[src/rtl/sio_pkg.sv]
package sio_pkg;
  typedef enum logic [1:0] {
    LN_IDLE  = 2'd0,
    LN_START = 2'd1,
    LN_DATA  = 2'd2,
    LN_STOP  = 2'd3
  } line_state_e;
endpackage

[src/rtl/sio_rx_deframer.sv]
module sio_rx_deframer
  import sio_pkg::*;
#(
  parameter int DATA_BITS   = 8,
  parameter int OSR         = 16,
  parameter int SYNC_STAGES = 2
) (
  input  logic                 clk,
  input  logic                 rst_n,
  input  logic                 tick,
  input  logic                 line_in,
  output logic                 done_o,
  output logic [DATA_BITS-1:0] byte_o,
  output logic                 frame_bad_o,
  output logic                 busy_o
);
  localparam int CW   = $clog2(OSR);
  localparam int BW   = $clog2(DATA_BITS + 1);
  localparam int HALF = OSR / 2;

  logic [SYNC_STAGES-1:0] sync_q;
  logic                   line_s;
  logic                   prev_q;
  line_state_e            st_q;
  logic [CW-1:0]          cnt_q;
  logic [BW-1:0]          bitn_q;
  logic [DATA_BITS-1:0]   shreg_q;

  // metastability guard on the asynchronous wire
  always_ff @(posedge clk) begin
    if (!rst_n) sync_q <= '1;
    else        sync_q <= {sync_q[SYNC_STAGES-2:0], line_in};
  end
  assign line_s = sync_q[SYNC_STAGES-1];

  // line level seen at the previous tick, for edge detection
  always_ff @(posedge clk) begin
    if (!rst_n)    prev_q <= 1'b1;
    else if (tick) prev_q <= line_s;
  end

  always_ff @(posedge clk) begin
    if (!rst_n) begin
      st_q        <= LN_IDLE;
      cnt_q       <= '0;
      bitn_q      <= '0;
      shreg_q     <= '0;
      done_o      <= 1'b0;
      frame_bad_o <= 1'b0;
    end else begin
      done_o <= 1'b0;
      if (tick) begin
        unique case (st_q)
          LN_IDLE: begin
            if (prev_q && !line_s) begin
              cnt_q <= '0;
              st_q  <= LN_START;
            end
          end
          LN_START: begin
            if (cnt_q == CW'(HALF - 1)) begin
              cnt_q <= '0;
              if (!line_s) begin
                bitn_q <= '0;
                st_q   <= LN_DATA;
              end else begin
                st_q <= LN_IDLE;
              end
            end else begin
              cnt_q <= cnt_q + 1'b1;
            end
          end
          LN_DATA: begin
            if (cnt_q == CW'(OSR - 1)) begin
              cnt_q   <= '0;
              shreg_q <= {line_s, shreg_q[DATA_BITS-1:1]};
              bitn_q  <= bitn_q + 1'b1;
              if (bitn_q == BW'(DATA_BITS - 1)) st_q <= LN_STOP;
            end else begin
              cnt_q <= cnt_q + 1'b1;
            end
          end
          LN_STOP: begin
            if (cnt_q == CW'(OSR - 1)) begin
              cnt_q       <= '0;
              done_o      <= 1'b1;
              frame_bad_o <= !line_s;
              st_q        <= LN_IDLE;
            end else begin
              cnt_q <= cnt_q + 1'b1;
            end
          end
          default: st_q <= LN_IDLE;
        endcase
      end
    end
  end

  assign byte_o = shreg_q;
  assign busy_o = (st_q != LN_IDLE);
endmodule

[src/rtl/sio_rx_hold.sv]
module sio_rx_hold #(
  parameter int DATA_BITS = 8
) (
  input  logic                 clk,
  input  logic                 rst_n,
  input  logic                 done_i,
  input  logic [DATA_BITS-1:0] byte_i,
  input  logic                 frame_bad_i,
  input  logic                 pop_ready_i,
  output logic                 valid_o,
  output logic [DATA_BITS-1:0] data_o,
  output logic                 frame_err_o,
  output logic                 overrun_o
);
  logic pop;
  assign pop = valid_o && pop_ready_i;

  always_ff @(posedge clk) begin
    if (!rst_n) begin
      valid_o     <= 1'b0;
      data_o      <= '0;
      frame_err_o <= 1'b0;
      overrun_o   <= 1'b0;
    end else begin
      if (pop) begin
        valid_o     <= 1'b0;
        frame_err_o <= 1'b0;
        overrun_o   <= 1'b0;
      end
      if (done_i) begin
        if (valid_o && !pop) begin
          overrun_o <= 1'b1;
        end else begin
          data_o      <= byte_i;
          valid_o     <= 1'b1;
          frame_err_o <= frame_bad_i;
        end
      end
    end
  end
endmodule

[src/rtl/sio_tx_hold.sv]
module sio_tx_hold #(
  parameter int DATA_BITS = 8
) (
  input  logic                 clk,
  input  logic                 rst_n,
  input  logic                 wr_valid_i,
  input  logic [DATA_BITS-1:0] wr_data_i,
  input  logic                 take_i,
  output logic                 full_o,
  output logic [DATA_BITS-1:0] data_o
);
  always_ff @(posedge clk) begin
    if (!rst_n) begin
      full_o <= 1'b0;
      data_o <= '0;
    end else begin
      if (take_i) full_o <= 1'b0;
      if (wr_valid_i && !full_o) begin
        full_o <= 1'b1;
        data_o <= wr_data_i;
      end
    end
  end
endmodule

[src/rtl/sio_tx_serializer.sv]
module sio_tx_serializer
  import sio_pkg::*;
#(
  parameter int DATA_BITS = 8,
  parameter int OSR       = 16
) (
  input  logic                 clk,
  input  logic                 rst_n,
  input  logic                 tick,
  input  logic                 two_stop_i,
  input  logic                 hold_full_i,
  input  logic [DATA_BITS-1:0] hold_data_i,
  output logic                 take_o,
  output logic                 line_o,
  output logic                 busy_o
);
  localparam int CW = $clog2(OSR);
  localparam int BW = $clog2(DATA_BITS + 1);

  line_state_e          st_q;
  logic [CW-1:0]        cnt_q;
  logic [BW-1:0]        bitn_q;
  logic [DATA_BITS-1:0] sh_q;
  logic                 stop2_q;
  logic                 stopn_q;
  logic                 bit_end;

  assign take_o  = (st_q == LN_IDLE) && hold_full_i;
  assign bit_end = tick && (cnt_q == CW'(OSR - 1));

  always_ff @(posedge clk) begin
    if (!rst_n) begin
      st_q    <= LN_IDLE;
      cnt_q   <= '0;
      bitn_q  <= '0;
      sh_q    <= '0;
      stop2_q <= 1'b0;
      stopn_q <= 1'b0;
      line_o  <= 1'b1;
    end else begin
      if (tick && st_q != LN_IDLE) cnt_q <= cnt_q + 1'b1;
      unique case (st_q)
        LN_IDLE: begin
          line_o <= 1'b1;
          if (hold_full_i) begin
            sh_q    <= hold_data_i;
            stop2_q <= two_stop_i;
            cnt_q   <= '0;
            line_o  <= 1'b0;
            st_q    <= LN_START;
          end
        end
        LN_START: begin
          if (bit_end) begin
            cnt_q  <= '0;
            bitn_q <= '0;
            line_o <= sh_q[0];
            st_q   <= LN_DATA;
          end
        end
        LN_DATA: begin
          if (bit_end) begin
            cnt_q <= '0;
            if (bitn_q == BW'(DATA_BITS - 1)) begin
              line_o  <= 1'b1;
              stopn_q <= 1'b0;
              st_q    <= LN_STOP;
            end else begin
              line_o <= sh_q[1];
              sh_q   <= sh_q >> 1;
              bitn_q <= bitn_q + 1'b1;
            end
          end
        end
        LN_STOP: begin
          if (bit_end) begin
            cnt_q <= '0;
            if (stop2_q && !stopn_q) stopn_q <= 1'b1;
            else                     st_q    <= LN_IDLE;
          end
        end
        default: st_q <= LN_IDLE;
      endcase
    end
  end

  assign busy_o = (st_q != LN_IDLE);
endmodule

[src/rtl/serial_dbuf_port.sv]
module serial_dbuf_port #(
  parameter int DATA_BITS   = 8,
  parameter int OSR         = 16,
  parameter int SYNC_STAGES = 2
) (
  input  logic                 clk,
  input  logic                 rst_n,
  input  logic                 tick_16x,
  input  logic                 cfg_two_stop,
  input  logic                 rx_line,
  output logic                 tx_line,
  input  logic                 tx_valid,
  output logic                 tx_ready,
  input  logic [DATA_BITS-1:0] tx_data,
  output logic                 rx_valid,
  input  logic                 rx_ready,
  output logic [DATA_BITS-1:0] rx_data,
  output logic                 rx_frame_err,
  output logic                 rx_overrun
);
  logic                 rx_done;
  logic [DATA_BITS-1:0] rx_byte;
  logic                 rx_bad;
  logic                 rx_busy;
  logic                 tx_full;
  logic [DATA_BITS-1:0] tx_hold;
  logic                 tx_take;
  logic                 tx_busy;

  sio_rx_deframer #(
    .DATA_BITS(DATA_BITS), .OSR(OSR), .SYNC_STAGES(SYNC_STAGES)
  ) u_rx_deframer (
    .clk(clk), .rst_n(rst_n), .tick(tick_16x), .line_in(rx_line),
    .done_o(rx_done), .byte_o(rx_byte), .frame_bad_o(rx_bad), .busy_o(rx_busy)
  );

  sio_rx_hold #(.DATA_BITS(DATA_BITS)) u_rx_hold (
    .clk(clk), .rst_n(rst_n), .done_i(rx_done), .byte_i(rx_byte),
    .frame_bad_i(rx_bad), .pop_ready_i(rx_ready), .valid_o(rx_valid),
    .data_o(rx_data), .frame_err_o(rx_frame_err), .overrun_o(rx_overrun)
  );

  sio_tx_hold #(.DATA_BITS(DATA_BITS)) u_tx_hold (
    .clk(clk), .rst_n(rst_n), .wr_valid_i(tx_valid), .wr_data_i(tx_data),
    .take_i(tx_take), .full_o(tx_full), .data_o(tx_hold)
  );

  sio_tx_serializer #(.DATA_BITS(DATA_BITS), .OSR(OSR)) u_tx_serializer (
    .clk(clk), .rst_n(rst_n), .tick(tick_16x), .two_stop_i(cfg_two_stop),
    .hold_full_i(tx_full), .hold_data_i(tx_hold), .take_o(tx_take),
    .line_o(tx_line), .busy_o(tx_busy)
  );

  assign tx_ready = !tx_full;
endmodule

[config.mk]
export PLATFORM = sky130hd
export DESIGN_NAME = serial_dbuf_port
export DESIGN_NICKNAME = d
export VERILOG_FILES = /design/src/rtl/sio_pkg.sv /design/src/rtl/sio_rx_deframer.sv /design/src/rtl/sio_rx_hold.sv /design/src/rtl/sio_tx_hold.sv /design/src/rtl/sio_tx_serializer.sv /design/src/rtl/serial_dbuf_port.sv
export SDC_FILE = /design/constraint.sdc
export NUM_CORES = 1
export LEC_CHECK = 0
export CAP_MARGIN = 10
export CORE_MARGIN = 3
export CORE_UTILIZATION = 50
export CTS_CLUSTER_DIAMETER = 30
export DETAILED_ROUTE_END_ITERATION = 10
export PLACE_DENSITY = 0.82
export SYNTH_ARGS = -nofsm -noshare
export SYNTH_HDL_FRONTEND = slang
export SYNTH_SLANG_ARGS = --single-unit
[constraint.sdc]
create_clock -name clk -period 4.3 [get_ports clk]
set_input_delay 0.43 -clock clk [delete_from_list [all_inputs] [get_ports clk]]
set_output_delay 0.43 -clock clk [all_outputs]
set_load 0.05 [all_outputs]
; ---- Yosys cells after proc, flatten, opt, wreduce, memory -nomap -nowiden
; Index checks and enable logic that the tools add are counted.
[totals]
ff_bits = 64
in_bits = 15
output_inout_bits = 13
word_cells = 143
[classes]
addsub = 4
n_eq_ne = 25
n_mux = 56
bitwise = 1
reduce_logical = 36
[ops]
columns = operator, count
row1 = $mux 4, 12
row2 = $mux 2, 12
row3 = $mux 8, 3
row4 = $pmux 4 s2, 3
row5 = $mux 1, 20
row6 = $ne 2x1->1 const B, 10
row7 = $add 4x1->4 const B, 4
row8 = $pmux 2 s4, 2
row9 = $pmux 8 s2, 1
row10 = $eq 4x3->1 const B, 3
row11 = $pmux 4 s3, 1
row12 = $reduce_and 3->1, 4
row13 = $reduce_and 6->1, 2
row14 = $reduce_bool 2->1, 6
row15 = $reduce_and 5->1, 2
row16 = $eq 2x2->1 const B, 4
row17 = $eq 4x4->1 const B, 2
row18 = $logic_and 1x1->1, 8
row19 = $ne 2x2->1 const B, 4
row20 = $reduce_and 4->1, 2
row21 = $reduce_and 2->1, 3
row22 = $eq 2x1->1 const B, 2
row23 = $logic_not 1->1, 4
row24 = $logic_not 2->1, 2
row25 = other kinds (6), 6

; ---- Longest topological paths before layout
; Gate-level depths: netlist of the first run.
[logic_depth]
ltp_word = 5
depth_mapped = 8
ltp_nobuf = 6

; ---- Cells and area by module
; A second synthesis of the first run with hierarchy kept.
[hier_totals]
cells_unflattened = 349
area_unflattened_um2 = 3056.7
[by_module_without_submodules]
columns = mod, instances, cells_per_inst, area_per_inst_um2, seq_area_each_um2
row1 = sio_tx_serializer, 1, 142, 1223.7, 420.4
row2 = sio_rx_deframer, 1, 118, 999.7, 460.4
row3 = sio_rx_hold, 1, 49, 450.4, 220.2
row4 = sio_tx_hold, 1, 39, 379.1, 180.2
row5 = serial_dbuf_port, 1, 1, 3.8, 0.0

; ---- Least setup slack after synthesis of the first run
; No wires, ideal clock.
[synth_timing]
path_kind = register to register
start = reg u_tx_serializer.st_q[0]
end = reg u_tx_serializer.sh_q[2]
setup_ns = 0.091
t_arrival_ns = 1.570
required_ns = 4.209
setup_slack_ns = 2.639
stages_incl_launch_ff = 9
path_buffers = 2
period_less_slack_ns = 1.661
cell_sequence = dfxtp_1 > inv_1 > ha_1 > clkbuf_1 > nor2b_1 > nor2_2 > buf_2 > a21oi_1 > a311oi_1
[synth_between]
elab_chain_cells = 3
elab_cells_between_ends = 8
classes_between = 4 x eq/ne / 1 x mux / 3 x reduce/logical
[synth_lines]
columns = element, line
row1 = from (decl), sio_tx_serializer.sv:20  ; line_state_e st_q;
row2 = from (signal assigned), sio_tx_serializer.sv:33  ; st_q <= LN_IDLE;
row3 = from (signal assigned), sio_tx_serializer.sv:50  ; st_q <= LN_START;
row4 = from (signal assigned), sio_tx_serializer.sv:58  ; st_q <= LN_DATA;
row5 = $eq 2x2->1 / $logic_not 2->1 (equally long branches), sio_tx_serializer.sv:42  ; unique case (st_q)
row6 = $ne 2x2->1 (no source line) (tied with other cells), --
row7 = $reduce_and 4->1 (no source line), --
row8 = to (signal assigned), sio_tx_serializer.sv:46  ; sh_q <= hold_data_i;
row9 = to (signal assigned), sio_tx_serializer.sv:70  ; sh_q <= sh_q >> 1;
row10 = to (decl), sio_tx_serializer.sv:23  ; logic [DATA_BITS-1:0] sh_q;
; Parallel ways exist; a longest one is shown, timed or not.
; A chain may end at the register's enable or synchronous reset.

; ---- Worst setup path after layout of the first run
[layout_timing]
start = reg u_tx_serializer.st_q[0]
end = reg u_tx_serializer.st_q[1]
[layout_between]
elab_chain_cells = 3
elab_cells_between_ends = 12
classes_between = 9 x eq/ne / 1 x mux / 2 x reduce/logical
[layout_lines]
columns = element, line
row1 = $eq 2x2->1 (tied with other cells), sio_tx_serializer.sv:42
row2 = $ne 2x2->1 (no source line) / $ne 2x1->1 (equally long branches), --
row3 = $reduce_and 6->1 (no source line), --
; Parallel ways exist; a longest one is shown, timed or not.

==> impl_metrics.json, run 1 <==
{
  "dp_cells": 405,
  "finalClockSkew_ps": 7.982,
  "slowest_stage": "ha_1",
  "r2r_start": "u_tx_serializer.st_q[0]",
  "min_period_ps": 2300,
  "hp-class": "register to register",
  "crit_top_cell": "inv_1",
  "vias_per_cell": 5.686,
  "yosysMostFrequentCell": "dfxtp_1",
  "p_leak_nw": 1.186,
  "num_rows": 26,
  "hold_depth": 1,
  "post-place-ws_ps": 1836,
  "maxCapViolations": 0,
  "clock_latency_ps": 340,
  "dieArea_um2": 6621,
  "min_delay_worst_endpoint": "u_rx_deframer.sync_q[1]",
  "start_kind": "register",
  "highest_layer": "met4",
  "synth.largest_area_cell": "dfxtp_1",
  "cts_tree": "done",
  "layout_setup_ws_ps": 2000,
  "yosysSeqAreaShare_pct": 45.11,
  "final_cell_area_um2": 3385,
  "worstHoldStart": "u_rx_deframer.sync_q[0]",
  "fin_crit_sh_pct": 53.49,
  "port_buffers": 27,
  "crit-reg2reg-capture": "u_tx_serializer.st_q[1]",
  "clock_path_buffers": 2,
  "synth.avg_cell_area_um2": 8.766,
  "initial_core_util_pct": 53.56,
  "rsz0062_at_grt": "false",
  "seqPwrFrac_pct": 40.2,
  "dr_wl_met3_um": 221,
  "worst-setup-path-type": "register to register",
  "vdd_drop_max_v": 0.0002673,
  "grt_pass1_wl_um": 10200,
  "clock.fmax_mhz": 434.8,
  "switchingPower_mw": 0.4823,
  "final-hold-violation-count": 0,
  "async_flop_share_pct": 0,
  "synth_edf_count": 0,
  "io_pins": 28,
  "wl_met1_um": 2688,
  "cp.required_ps": 4560,
  "wl_um": 6031,
  "synth_cells": 324,
  "fin_cells": 421,
  "grt_max_degree": 30,
  "dr_total_vias": 2394,
  "seq_area_um2": 1281,
  "placed_area_um2": 3131,
  "gp_congestion": 0.8328,
  "arrival_ps": 2560,
  "core_um2": 5303,
  "clkSinkCount": 64,
  "die_h_um": 81.37,
  "gr-total-overflow": 0,
  "n_fill_cell": 435,
  "internal_power_mw": 1.185,
  "layout-drive-gt1-share_pct": 7.407,
  "n_antenna_cell": 0,
  "crit_buf_inv": 2,
  "hold_slack_ps": 417.7,
  "cp_max_fo": 18,
  "path_cells": "inv_1 -> ha_1 -> inv_1 -> o21a_1 -> o21ai_0 -> mux2i_1",
  "drtPass1Iterations": 4,
  "synth_fp_nets": 347,
  "timing.final.max_slew_violations": 0,
  "drc_errors": 0,
  "grtUsageTotal_pct": 19.86,
  "r2r_cells": 6,
  "multiInputGateArea_um2": 1439,
  "antenna_found_initial": 0,
  "cts_root_buf": "clkbuf_8",
  "netlist.area_leader.share_pct": 45.11,
  "worstMarginPinSlew_ps": 926.8,
  "synth.cell_area_um2": 2840,
  "power_density_nw_per_um2": 492.6,
  "finalPower_mw": 1.667,
  "nets": 369,
  "reg2reg_setup_slack_ps": 2000,
  "tns_ps": 0,
  "synth_warnings": 0,
  "wire_per_inst_um": 14.33,
  "cts_resized": 0,
  "grt_pass1_vias": 2363,
  "yosys-top-cells-area": "dfxtp_1 45%, mux2i_1 7.8%, a21oi_1 6.3%, nand2_1 6.2%, ha_1 3.5%",
  "ant_nets": 0,
  "pwr-share-clk_pct": 38.2,
  "dp_hpwl_um": 3991,
  "clk_pin_slew_ps": 70,
  "switching_share_pct": 28.93,
  "ys_types": 48,
  "cts_setup_buffers": 0,
  "chipWidth_um": 81.37,
  "p_comb_share_pct": 21.6,
  "finalSetupViolCount": 0,
  "ys_top_cells_by_count": "64 x dfxtp_1, 47 x nand2_1, 36 x a21oi_1",
  "max_stage_delay_ps": 720,
  "cts_buffers": 9,
  "ys.flop_type": "dfxtp_1",
  "syn2layout_area_growth_pct": 19.16,
  "critPathCaptureType": "register",
  "dr_wl_met2_um": 3062,
  "path_delay_family": "adder cells",
  "status": "completed",
  "h-tree-depth": 3,
  "relSlewSlack_pct": 38.14,
  "ctsHoldBuffers": 0,
  "drt_iter0_drc": 92,
  "finish.utilization_pct": 63.83,
  "synth_seq_cells": 64
}
layer usage:
layer  GRT usage (%)  vias up
li1                -     1193
met1           22.25     1162
met2           35.42       34
met3           6.430        5
met4           6.250        0
met5               0        -
power groups by stage:
stage	logic [mW]	registers (mW)	clock network (mW)
2_1_floorplan	0.279	0.684	0
6_report	0.360	0.670	0.637
3_3_place_gp	0.345	0.681	0
3_5_place_dp	0.356	0.683	0
4_1_cts	0.357	0.670	0.651
5_1_grt	0.400	0.676	0.677
sequential cells by signal, indices dropped and copies added, names as in the netlist, 2 cells and up, named ones only:
name and flops:
u_rx_deframer.sync_q 2, u_tx_serializer.cnt_q 4, u_tx_serializer.sh_q 8, u_rx_hold.data_o 8
u_rx_deframer.byte_o 8, u_tx_serializer.bitn_q 4, u_rx_deframer.cnt_q 4, u_rx_deframer.bitn_q 4
u_tx_serializer.st_q 2, u_tx_hold.data_o 8
how the worst max path moves through the flow:
stage          slack, ps  cells past startpoint                    start                 endpoint
2_1_floorplan       2640                      8  u_tx_serializer.st_q[0]  u_tx_serializer.sh_q[2]
3_3_place_gp        1940                      5                 tick_16x  u_tx_serializer.sh_q[5]
3_5_place_dp        1840                      5                 tick_16x  u_tx_serializer.sh_q[3]
4_1_cts             2020                      6  u_tx_serializer.st_q[0]  u_tx_serializer.st_q[1]
5_1_grt             1790                      6  u_tx_serializer.st_q[0]  u_tx_serializer.sh_q[2]
6_report            2000                      6  u_tx_serializer.st_q[0]  u_tx_serializer.st_q[1]
cell type report:
type / count / share of cell area, %
multi-input cells: 233 / 42.51
flip-flops and latches: 64 / 37.86
repair buffers: 30 / 8.651
clock buffers: 10 / 4.067
clock inverters: 6 / 3.438
well taps: 70 / 2.588
inverters: 8 / 0.8872
cells in the final DEF (no fill, tap or decap), drive strengths merged, types with 2 or more instances in the layout:
cell type / instances
a311oi: 8
nor2: 24
xor2: 3
dfxtp: 64
xnor2: 3
or4b: 2
clkbuf: 10
nand3: 18
inv: 8
a22oi: 2
o21ai: 10
ha: 8
a211oi: 2
nor4: 2
bufinv: 3
nand2: 47
a21o: 3
mux2i: 22
nand4: 2
buf: 3
nand3b: 3
a21oi: 36
o211ai: 3
nand2b: 4
nand4b: 3
nor3: 4
clkdlybuf4s50: 27
nor2b: 7
clkinv: 3
o31ai: 2
a31oi: 3
cell families (layout without fill, tap and decap cells):
kind of cell	count (synthesis)	count (layout)	share of synthesized area, %
AND/OR/NAND/NOR	123	123	21.28
AO/OA/AOI/OAI	74	74	16.26
flip-flops	64	64	45.11
buffers and inverters	27	54	4.229
multiplexers	22	22	7.753
adder cells (fa/ha/maj)	8	8	3.524
XOR/XNOR	6	6	1.851
worst register-to-register path: stages (launching register included):
cell	delay (ps)
dfxtp_1	350
inv_1	90
ha_1	720
inv_1	260
o21a_1	260
o21ai_0	330
mux2i_1	230
No activity file was read; power rests on OpenSTA's default activity.
==> inputs of run 2 (changes only) <==
==> constraint.sdc (replaced) <==
create_clock -name clk -period 2.3 [get_ports clk]
set_input_delay 0.23 -clock clk [delete_from_list [all_inputs] [get_ports clk]]
set_output_delay 0.23 -clock clk [all_outputs]
set_load 0.05 [all_outputs]
==> impl_metrics.json, run 2 (synthesis gave the netlist of run 1 again) <==
{
  "final_cell_mix": "64 x dfxtp_1, 47 x nand2_1, 36 x a21oi_1",
  "hold_slack_ps": 412.6,
  "rsz0062_at_grt": "false",
  "dp_hpwl_um": 3849,
  "finalPower_mw": 3.194,
  "multiInputGateArea_um2": 1439,
  "antenna_found_initial": 0,
  "max_stage_delay_ps": 460,
  "path_delay_family": "simple AND/OR/NAND/NOR gates",
  "path_cells": "inv_1 -> ha_1 -> nor2b_1 -> nor2_2 -> a21oi_1 -> a311oi_1",
  "tns_ps": 0,
  "io_pins": 28,
  "cp.required_ps": 2540,
  "min_period_ps": 1958,
  "h-tree-depth": 3,
  "clock_latency_ps": 330,
  "cts_tree": "done",
  "cp_max_fo": 15,
  "maxCapViolations": 0,
  "relSlewSlack_pct": 46.72,
  "clk_pin_slew_ps": 70,
  "cts_root_buf": "clkbuf_8",
  "dp_cells": 408,
  "chipWidth_um": 81.37,
  "dr_total_vias": 2381,
  "grt_pass1_wl_um": 9653,
  "num_rows": 26,
  "final_common_cell": "dfxtp_1",
  "power_density_nw_per_um2": 935.8,
  "n_fill_cell": 428,
  "fin_cells": 424,
  "nets": 372,
  "dieArea_um2": 6621,
  "grt_pass1_vias": 2223,
  "grt_max_degree": 27,
  "wl_um": 5696,
  "die_h_um": 81.37,
  "gp_congestion": 0.8270,
  "arrival_ps": 2200,
  "initial_core_util_pct": 53.56,
  "cts_resized": 0,
  "drtPass1Iterations": 5,
  "finalClockSkew_ps": 10.71,
  "timing.final.max_slew_violations": 0,
  "drt_iter0_drc": 135,
  "gr-total-overflow": 0,
  "n_antenna_cell": 0,
  "clkSinkCount": 64,
  "ctsHoldBuffers": 0,
  "final-hold-violation-count": 0,
  "vdd_drop_max_v": 0.0004771,
  "vias_per_cell": 5.616,
  "finish.utilization_pct": 64.37,
  "seq_area_um2": 1281,
  "layout-drive-gt1-share_pct": 7.627,
  "critPathCaptureType": "register",
  "clock.fmax_mhz": 510.7,
  "drc_errors": 0,
  "fin_crit_sh_pct": 85.14,
  "ant_nets": 0,
  "hp-class": "register to register",
  "syn2layout_area_growth_pct": 20.18,
  "finalSetupViolCount": 0,
  "port_buffers": 27,
  "p_leak_nw": 1.202,
  "worstMarginPinSlew_ps": 798.3,
  "cts_setup_buffers": 0,
  "cts_buffers": 9,
  "slowest_stage": "nor2_2",
  "wire_per_inst_um": 13.43,
  "status": "completed",
  "core_um2": 5303,
  "clock_path_buffers": 2,
  "crit_buf_inv": 1,
  "start_kind": "register",
  "grtUsageTotal_pct": 18.73,
  "worst-setup-path-type": "register to register"
}
==> run 2: cell count changes in the layout (fill, tap and decap cells not counted) <==
cell,delta
clkinv_4,-2
clkbuf_8,-1
bufinv_16,+1
buf_4,+3
clkbuf_1,+2
==> run 2: worst reg2reg max path: cells and delay by family, from the launching register on <==
family                   cells  cell delay (ps)
buffers and inverters        1               90
AO/OA/AOI/OAI                2              410
adder cells (fa/ha/maj)      1              300
flip-flops                   1              380
AND/OR/NAND/NOR              2              680
==> run 2: metal layers <==
metal,up-vias,wire length [um],track usage (%)
li1,1197,-,-
met1,1136,2597,21.64
met2,46,2861,31.76
met3,2,221,6.430
met4,0,15,7.095
met5,-,0,0
==> run 2: worst paths after layout <==
check | slack (ps) | start | cells after the start | end
setup / recovery | 340 | u_tx_serializer.st_q[0] | 6 | u_tx_serializer.sh_q[1]
hold / removal | 410 | u_rx_deframer.sync_q[0] | 1 | u_rx_deframer.sync_q[1]
setup reg to reg | 340 | u_tx_serializer.st_q[0] | 6 | u_tx_serializer.sh_q[1]
hold reg to reg | 410 | u_rx_deframer.sync_q[0] | 1 | u_rx_deframer.sync_q[1]
==> run 2: stage by stage <==
stage / instance area (um2) / setup WS [ps]
detailed placement: 3153 / 369.5
CTS: 3413 / 337.4
finish: 3413 / 341.8
global route: 3413 / 96.57
floorplan: 2840 / 638.8
global placement: 3153 / 418.7
==> run 2: where the power goes <==
group	internal, mW	switching [mW]	leakage (nW)
clock network	0.833	0.420	0.128
logic	0.280	0.409	0.554
registers	1.19	0.0605	0.520
total	2.31	0.889	1.20
==> run 2: area by class of cell <==
type | count | area share, %
multi-input combinational | 233 | 42.16
sequential | 64 | 37.54
clock buffer | 11 | 3.849
inverter | 8 | 0.8798
timing repair buffer | 33 | 9.238
clock inverter | 5 | 3.776
tap | 70 | 2.566
==> inputs of run 3 (changes only) <==
--- a/config.mk
+++ b/config.mk
@@ -10,7 +10,7 @@
 export CORE_UTILIZATION = 50
 export CTS_CLUSTER_DIAMETER = 30
 export DETAILED_ROUTE_END_ITERATION = 10
-export PLACE_DENSITY = 0.82
+export PLACE_DENSITY = 0.71
 export SYNTH_ARGS = -nofsm -noshare
 export SYNTH_HDL_FRONTEND = slang
 export SYNTH_SLANG_ARGS = --single-unit
==> constraint.sdc (replaced) <==
create_clock -name clk -period 1.95 [get_ports clk]
set_input_delay 0.195 -clock clk [delete_from_list [all_inputs] [get_ports clk]]
set_output_delay 0.195 -clock clk [all_outputs]
set_load 0.05 [all_outputs]
==> impl_metrics.json, run 3 (synthesis gave the netlist of run 1 again) <==
{
  "grt_max_degree": 16,
  "r2r_start": "u_tx_serializer.st_q[0]",
  "maxCapViolations": 0,
  "core_um2": 5303,
  "hold_slack_ps": 397.5,
  "h-tree-depth": 3,
  "clock_latency_ps": 340,
  "min_period_ps": 1755,
  "max_stage_delay_ps": 830,
  "vias_per_cell": 5.457,
  "ant_nets": 0,
  "hp-class": "input port to register",
  "drt_iter0_drc": 58,
  "vdd_drop_max_v": 0.0006833,
  "die_h_um": 81.37,
  "final_cell_mix": "64 x dfxtp_1, 47 x nand2_1, 36 x a21oi_1",
  "timing.final.max_slew_violations": 0,
  "clock.fmax_mhz": 569.8,
  "final-hold-violation-count": 0,
  "grt_pass1_wl_um": 9639,
  "crit_end": "rx_valid",
  "critPathCaptureType": "output port",
  "relSlewSlack_pct": 54.84,
  "grtUsageTotal_pct": 18.93,
  "clk_pin_slew_ps": 70,
  "finalSetupViolCount": 0,
  "dieArea_um2": 6621,
  "finalClockSkew_ps": 8.109,
  "cp.required_ps": 1750,
  "cts_buffers": 9,
  "initial_core_util_pct": 53.56,
  "cts_root_buf": "clkbuf_8",
  "gp_congestion": 0.8311,
  "crit_buf_inv": 1,
  "power_density_nw_per_um2": 1051,
  "tns_ps": 0,
  "rsz0062_at_grt": "false",
  "n_fill_cell": 471,
  "wire_per_inst_um": 13.21,
  "slowest_stage": "clkdlybuf4s50_1",
  "r2r_cells": 7,
  "ctsHoldBuffers": 0,
  "cp-startpoint": "u_rx_hold.valid_o",
  "cp_num_cells": 1,
  "reg2reg_setup_slack_ps": 220,
  "dp_hpwl_um": 4054,
  "clkSinkCount": 64,
  "drtPass1Iterations": 4,
  "final_common_cell": "dfxtp_1",
  "wl_um": 5747,
  "antenna_found_initial": 0,
  "start_kind": "register",
  "dr_total_vias": 2374,
  "layout-drive-gt1-share_pct": 10.96,
  "chipWidth_um": 81.37,
  "arrival_ps": 1560,
  "n_antenna_cell": 0,
  "crit-reg2reg-capture": "u_tx_serializer.sh_q[5]",
  "syn2layout_area_growth_pct": 22.16,
  "clock_path_buffers": 2,
  "drc_errors": 0,
  "gr-total-overflow": 0,
  "path_cells": "clkdlybuf4s50_1",
  "fin_crit_sh_pct": 89.99,
  "path_delay_family": "buffers and inverters",
  "final_cell_area_um2": 3470,
  "cts_tree": "done",
  "worst-setup-path-type": "register to output port",
  "status": "completed",
  "num_rows": 26,
  "p_leak_nw": 1.236,
  "cp_max_fo": 5,
  "grt_pass1_vias": 2179,
  "nets": 383,
  "io_pins": 28,
  "placed_area_um2": 3236,
  "port_buffers": 27,
  "worstMarginPinSlew_ps": 671.6
}
==> run 3: changes by cell type in the layout (fill, tap and decap cells not counted), sizes merged <==
cell	delta
buf	+11
bufinv	-2
clkbuf	+1
clkinvlp	+1
==> run 3: worst min path at each step <==
stage | from | end | slack (ps) | cells past startpoint
floorplan | rx_ready | u_rx_hold.overrun_o | 290 | 1
global placement | u_rx_deframer.sync_q[0] | u_rx_deframer.sync_q[1] | 390 | 1
detailed placement | u_rx_deframer.sync_q[0] | u_rx_deframer.sync_q[1] | 400 | 1
CTS | tx_data[3] | u_tx_hold.data_o[3] | 380 | 3
global route | tx_data[3] | u_tx_hold.data_o[3] | 380 | 3
finish | tx_data[4] | u_tx_hold.data_o[4] | 400 | 3
==> run 3: timing repair <==
| action | in CTS | in global routing |
|---|---|---|
| gates resized for setup | 0 | 1 |
| buffers inserted | 0 | 0 |
| setup endpoints to repair | 0 | 1 |
==> run 3: per-layer routing <==
metal  up-vias  GRT usage, %  share of wire, %
li1       1227             -                 -
met1      1104         21.95                46
met2        39         32.33                49
met3         4         6.763               4.4
met4         0         6.081              0.45
met5         -             0                 0
==> run 3: cell type report <==
class	count	area, um2	share of cell area, %
inverters	8	30.03	0.8655
flip-flops and latches	64	1281	36.93
multi-input cells	233	1441	41.54
clock inverters	4	76.32	2.200
repair buffers	44	397.9	11.47
clock buffers	12	155.1	4.472
well taps	70	87.58	2.524
==> run 3: through the flow <==
step	util [%]	power (mW)	std cells	worst slack, ps
3_3_place_gp	61.02	2.335	419	183.8
5_1_grt	65.43	3.840	435	65.67
4_1_cts	65.38	3.674	435	150.1
3_5_place_dp	61.02	2.362	419	166.6
6_report	65.43	3.646	435	195.1
2_1_floorplan	-	2.124	324	288.8
==> run 3: power breakdown <==
group,switching (mW),internal [mW],leakage (nW),total [mW]
Combinational,0.497,0.375,0.604,0.873
Sequential,0.0655,1.41,0.520,1.47
Clock,0.509,0.792,0.113,1.30
